[src/rtl/selftest_pkg.sv]
package selftest_pkg;

    typedef enum logic {
        ST_IDLE = 1'b0,
        ST_RUN  = 1'b1
    } st_e;

    localparam int CTL_START_BIT = 8;
    localparam int CTL_SKIP_BIT  = 10;
    localparam int STS_FAIL_BIT  = 5;

    typedef struct packed {
        logic [4:0] rsv_hi;
        logic       skip;
        logic       rsv_mid;
        logic       start;
        logic [7:0] rsv_lo;
    } ctl_word_t;

    typedef struct packed {
        logic [9:0] rsv_hi;
        logic       fail;
        logic [4:0] rsv_lo;
    } sts_word_t;

    function automatic logic outside_window(input logic signed [31:0] v,
                                            input logic signed [31:0] lo,
                                            input logic signed [31:0] hi);
        return (v < lo) || (v > hi);
    endfunction

endpackage

[src/rtl/st_settle_timer.sv]
module st_settle_timer #(
    parameter int SETTLE_CYC = 16
) (
    input  logic clk,
    input  logic rst,
    input  logic run,
    output logic done
);
    localparam int CW = (SETTLE_CYC > 1) ? $clog2(SETTLE_CYC) : 1;
    localparam logic [CW-1:0] LAST = CW'(SETTLE_CYC - 1);

    logic [CW-1:0] cnt_q;

    always_ff @(posedge clk) begin
        if (rst || !run) begin
            cnt_q <= '0;
        end else if (cnt_q != LAST) begin
            cnt_q <= cnt_q + 1'b1;
        end
    end

    assign done = run && (cnt_q == LAST);
endmodule

[src/rtl/st_limit_check.sv]
module st_limit_check
    import selftest_pkg::*;
#(
    parameter int W     = 16,
    parameter int NAXES = 2
) (
    input  logic [NAXES*W-1:0] smp,
    input  logic [W-1:0]       lo,
    input  logic [W-1:0]       hi,
    output logic               any_out
);
    logic [NAXES-1:0] oor;
    logic signed [31:0] lo_x, hi_x;

    assign lo_x = 32'(signed'(lo));
    assign hi_x = 32'(signed'(hi));

    for (genvar a = 0; a < NAXES; a++) begin : g_axis
        logic signed [31:0] v_x;
        assign v_x    = 32'(signed'(smp[a*W +: W]));
        assign oor[a] = outside_window(v_x, lo_x, hi_x);
    end

    assign any_out = |oor;
endmodule

[src/rtl/selftest_seq.sv]
module selftest_seq
    import selftest_pkg::*;
#(
    parameter int W          = 16,
    parameter int NAXES      = 2,
    parameter int CLK_MHZ    = 125,
    parameter int SETTLE_US  = 35000,
    parameter int SETTLE_CYC = CLK_MHZ * SETTLE_US
) (
    input  logic               clk,
    input  logic               rst,
    input  logic               boot_skip_cfg,
    input  logic               ctl_wr,
    input  logic [15:0]        ctl_wdata,
    output logic [15:0]        ctl_rdata,
    output logic [15:0]        sts_rdata,
    input  logic [NAXES*W-1:0] axis_smp,
    input  logic [W-1:0]       lim_lo,
    input  logic [W-1:0]       lim_hi,
    output logic               stim_en,
    input  logic               data_new_in,
    output logic               data_new_out
);
    st_e       st_q;
    logic      skip_q;
    logic      fail_q;
    logic      done;
    logic      any_out;
    logic      start;
    ctl_word_t wr_w;
    ctl_word_t rd_w;
    sts_word_t st_w;

    assign wr_w  = ctl_word_t'(ctl_wdata);
    assign start = ctl_wr && wr_w.start && (st_q == ST_IDLE);

    st_settle_timer #(.SETTLE_CYC(SETTLE_CYC)) tmr_i (
        .clk (clk),
        .rst (rst),
        .run (st_q == ST_RUN),
        .done(done)
    );

    st_limit_check #(.W(W), .NAXES(NAXES)) lim_i (
        .smp    (axis_smp),
        .lo     (lim_lo),
        .hi     (lim_hi),
        .any_out(any_out)
    );

    always_ff @(posedge clk) begin
        if (rst) begin
            st_q   <= boot_skip_cfg ? ST_IDLE : ST_RUN;
            skip_q <= boot_skip_cfg;
            fail_q <= 1'b0;
        end else begin
            if (ctl_wr) begin
                skip_q <= wr_w.skip;
            end
            unique case (st_q)
                ST_IDLE: if (start) begin
                    st_q   <= ST_RUN;
                    fail_q <= 1'b0;
                end
                ST_RUN: if (done) begin
                    st_q   <= ST_IDLE;
                    fail_q <= any_out;
                end
                default: st_q <= ST_IDLE;
            endcase
        end
    end

    always_comb begin
        rd_w       = '0;
        rd_w.start = (st_q == ST_RUN);
        rd_w.skip  = skip_q;
        st_w       = '0;
        st_w.fail  = fail_q;
    end

    assign ctl_rdata    = rd_w;
    assign sts_rdata    = st_w;
    assign stim_en      = (st_q == ST_RUN);
    assign data_new_out = data_new_in && (st_q == ST_IDLE);
endmodule

[config.mk]
export PLATFORM = sky130hd
export DESIGN_NAME = selftest_seq
export DESIGN_NICKNAME = d
export VERILOG_FILES = /design/src/rtl/selftest_pkg.sv /design/src/rtl/st_settle_timer.sv /design/src/rtl/st_limit_check.sv /design/src/rtl/selftest_seq.sv
export SDC_FILE = /design/constraint.sdc
export NUM_CORES = 1
export LEC_CHECK = 0
export ABC_AREA = 1
export BUFFER_PORTS_ARGS = -buffer_cell sky130_fd_sc_hd__buf_2
export CAP_MARGIN = 10
export CORE_ASPECT_RATIO = 2
export CORE_MARGIN = 8
export CORE_UTILIZATION = 55
export DETAILED_ROUTE_END_ITERATION = 12
export GPL_TIMING_DRIVEN = 0
export PLACE_DENSITY_LB_ADDON = 0.15
export SETUP_SLACK_MARGIN = 0.02
export SLEW_MARGIN = 5
export SYNTH_ARGS = -nofsm -noshare
export SYNTH_HDL_FRONTEND = slang
export SYNTH_SLANG_ARGS = --single-unit
export TNS_END_PERCENT = 20
[constraint.sdc]
create_clock -name clk -period 3.45 [get_ports clk]
set_input_delay 0.5175 -clock clk [delete_from_list [all_inputs] [get_ports clk]]
set_output_delay 0.5175 -clock clk [all_outputs]
set_load 0.05 [all_outputs]
Word level (Yosys, flattened, before mapping) --
Cells that the tools add are included.
Cells by class: add/sub/neg operators 1, order comparisons 4, equal/unequal tests 4, mux-type cells 10, bitwise logic cells 1, reductions and logical operators 11
Operator list (count):
- $gt A16 B16 Y1 | 2
- $lt A16 B16 Y1 | 2
- $add A23 B1 Y23 const B | 1
- $eq A23 B23 Y1 const B | 1
- $ne A23 B23 Y1 const B | 1
- $mux W1 | 8
- $logic_and A1 B1 Y1 | 4
- $pmux W1 S2 | 2
- $logic_or A1 B1 Y1 | 3
- $ne A2 B1 Y1 const B | 1
- $ne A2 B2 Y1 const B | 1
- $reduce_and A2 Y1 | 1
- $reduce_bool A2 Y1 | 1
- $reduce_or A2 Y1 | 1
- $logic_not A1 Y1 | 1
- $not A1 Y1 | 1
Storage, ports and cells: register bits after elaboration 26, input port bits 85, output and inout bits 34, logic and storage cells 35

Longest topological paths before layout --
depth in word-level cells 5, gate-level depth with buffers 16, gate-level depth less buffers 16

Hierarchy --
A second synthesis with hierarchy kept.
Unflattened totals: cells, all modules 535, area, all modules 3424.5 um2
By module, submodules not included:
- st_limit_check | times used 1, cells each 263, area each 1630.3 um2, seq. area each 0.0 um2
- st_settle_timer | times used 1, cells each 213, area each 1385.1 um2, seq. area each 460.4 um2
- selftest_seq | times used 1, cells each 59, area each 409.1 um2, seq. area each 70.1 um2

Worst setup path after synthesis --
OpenSTA, ideal clock, no wires.
path kind input port to flip-flop, from input lim_hi[15], to register fail_q, library setup time 117 ps, data arrival time 1702 ps, required time 3333 ps, path slack 1631 ps, stages on the path 11, path buffers 0, cells stage by stage inv_1 > ha_1 > nand2_1 > nor4_1 > nand2_1 > nand2_1 > nand2_1 > nand3_1 > nand3_1 > nor2_1 > nor2_1
Between the ends: cells in the longest elaborated chain, start to end 5, elaborated cells between the ends (all ways) 7, those cells by class order compare: 2; mux: 2; reduce/logical: 3
RTL lines:
- start, declared | RTL line selftest_seq.sv:19 | input logic [W-1:0] lim_hi,
- $gt A16 B16 Y1 | RTL line selftest_pkg.sv:29 | return (v < lo) || (v > hi);
- $logic_or A1 B1 Y1 | RTL line selftest_pkg.sv:29
- $reduce_or A2 Y1 * | RTL line st_limit_check.sv:24 | assign any_out = |oor;
- $mux W1 * | RTL line selftest_seq.sv:65 | ST_RUN: if (done) begin
- $pmux W1 S2 * | RTL line selftest_seq.sv:60 | unique case (st_q)
- end signal, assigned | RTL line selftest_seq.sv:67 | fail_q <= any_out;
- end, declared | RTL line selftest_seq.sv:26 | logic fail_q;
Mark *: on every way between the ends. The rest lies on a longest branch, timed or not. The select of a mux whose other input is x is not followed. A chain may end at the register's enable or synchronous reset.

Worst setup path after layout --
from input lim_hi[11], to register fail_q
Same word-level chain as after synthesis.

==> qor.csv <==
metric,value,unit
synth_seq_cells,26,
fp.dieW,69.8,um
met1_usage,0.158,
critical_path.max_stage_delay,0.42,ns
cp_data_arrival_time,2.14,ns
clock_path_buffers,2,
cts_resized,0,
syn_to_final_growth,20.0,%
fin_nets,729,
post-route-min-period,1.97,ns
final_common_cell,nand2_1,
antenna_found_initial,0,
crit_family,simple AND/OR/NAND/NOR gates,
clk_latency,0.27,ns
cts_hold_buf,0,
maxSlewViolCount,0,
worstPathMaxFanout,2,
met2_usage,0.475,
clock.fmax,0.507,GHz
wire_per_inst,14.5,um
layout_common_cells,"83 x nand2_1, 79 x inv_1, 75 x buf_2",
cellPowerDensity,251,nW/um^2
crit_path_frequent_cell,nand2_1,
fp-row-count,39,
route.detailed.drc,0,
path_buf_inv,2,
outcome,"finished, final reports clean",
place_hpwl,8310,um
ys_types,33,
clockRootBuffer,clkbuf_16,
final.setup.tns,0,ns
rsz0062_at_grt,no,
drtIter0Drc,192,
crit_slowest_cell,o21ai_0,
ys_seq_area_frac,0.167,
worstRegToRegCells,10,
synth_area,3180,sq um
portBuffers,75,
drv_cap,0,
dr.pass1.iters,4,
netlist_instances,473,
die_area,8620,sq um
gp_congestion,0.959,
grt_first_pass_wirelength,14800,um
drive_gt1_frac,0.219,
worstMarginPinSlew,0.565,ns
io_pins,119,
hold_viol,0,
cp-start-kind,primary input,
fp.dieH,124,um
globalRoute.totalOverflow,0,
top_usage_layer,met2,
leakagePower,2.06,nW
period_share,0.572,
grt_pass1_vias,3449,
grt.total_usage,0.209,
core_area,5660,sq um
num_antenna_cells,0,
clkSlewWorstSetupHoldPaths,0.07,ns
synth.avg_cell_area,6.73,sq um
synth_warnings,0,
setup_viol,0,
power,959,uW
wirelength,9300,um
crit_cells,12,
cts_setup_buffers,0,
path_class,in -> reg,
hold_depth,2,
cts_max_level,1,
cp-end-kind,flop,
required,3.61,ns
globalRouteMet3Util,0.0201,
cts_buffers,3,
initial_utilization,0.562,
grt_max_degree,15,
nFillCells,561,
slew_headroom,0.623,
fin_worst_skew,0.00477,ns
drtAntennaViolNets,0,
cts_tree,done,
post_drt_via_cell_ratio,5.11,
hp-class,reg -> reg,
final_util,0.674,
cp_cell_sequence,buf_2 > inv_1 > ha_1 > nand2_1 > o21ai_0 > a21oi_1 > nand2_1 > nand2_1 > nand3_1 > nand3_1 > nor2_1 > nor2_1,
vdd_drop_max,0.406,mV
clock_sinks,26,
num_vias,3274,
## final timing paths
kind	slack (ns)	from	end
setup reg to reg	1.50	tmr_i.cnt_q[0]	tmr_i.cnt_q[16]
setup / recovery	1.48	lim_hi[11]	fail_q
hold / removal	0.50	tmr_i.cnt_q[9]	tmr_i.cnt_q[9]
hold reg to reg	0.50	tmr_i.cnt_q[9]	tmr_i.cnt_q[9]
## report_power, final
group          total, mW  internal, mW  switching (mW)
Sequential         0.310         0.306         0.00352
Clock              0.269         0.158           0.110
Combinational      0.381         0.139           0.242
## flip-flops by register name, indices dropped and copies added (netlist names)
signal / flops
fail_q: 1
tmr_i.cnt_q: 23
skip_q: 1
stim_en: 1
## area by class of cell
class	count	area, sq um	area share
Tap cell	61	76.3	0.0200
Buffer	35	251	0.0659
Multi-Input combinational cell	359	2200	0.577
Sequential cell	26	531	0.139
Timing Repair Buffer	75	375	0.0983
Inverter	81	304	0.0796
Clock buffer	4	78.8	0.0206
## worst register-to-register path, stage by stage, from the launching register on
cell,delay (ns)
dfxtp_1,0.38
ha_1,0.26
inv_1,0.11
nor3_4,0.16
nand2_2,0.11
nor3_2,0.29
nand3_1,0.18
nor2_1,0.13
inv_1,0.06
o21ai_1,0.11
a21oi_1,0.05
## through the flow
step	instances	instance area, sq um	hold WS [ns]	worst slack (ns)
2_1_floorplan	501	3290	0.454	1.63
3_3_place_gp	637	3740	0.478	1.26
3_5_place_dp	637	3740	0.488	1.19
4_1_cts	641	3820	0.499	1.46
5_1_grt	641	3820	0.520	1.28
6_report	641	3820	0.504	1.48
## layer usage
metal / share of wire / vias to the layer above
met4: 0.037 / 0
met5: 0 / -
met1: 0.31 / 1444
met3: 0.032 / 25
li1: - / 1714
met2: 0.62 / 91
## logic make-up after synthesis
logic type                 share of synthesized area
and+or+nand+nor                                0.275
buffers and inverters                          0.175
AOI/OAI and AO/OA                              0.126
adders and majority gates                      0.248
DFF                                            0.167
xor gates and xnor gates                     0.00826
other                                        0.00118
## synth_stat cells
master,number,area share
a211oi_1,1,0.0024
a21o_1,1,0.0024
a21oi_1,44,0.069
a31oi_1,1,0.0020
buf_1,1,0.0012
buf_4,32,0.076
clkbuf_1,2,0.0024
conb_1,1,0.0012
dfxtp_1,25,0.16
edfxtp_1,1,0.0094
ha_1,63,0.25
inv_1,79,0.093
inv_2,2,0.0024
nand2_1,83,0.098
nand2_2,4,0.0079
nand3_1,16,0.025
nand3b_1,1,0.0024
nand4_1,8,0.016
nor2_1,41,0.048
nor2_2,3,0.0059
nor2_4,2,0.0071
nor3_1,11,0.017
nor3_2,3,0.0094
nor3_4,2,0.010
nor3b_1,1,0.0024
nor4_1,12,0.024
o21a_1,5,0.012
o21ai_0,22,0.035
o21ai_1,1,0.0016
o21bai_1,1,0.0024
or2_2,1,0.0020
xnor2_1,1,0.0028
xor2_1,2,0.0055
Power figures use the tool's default switching activity.
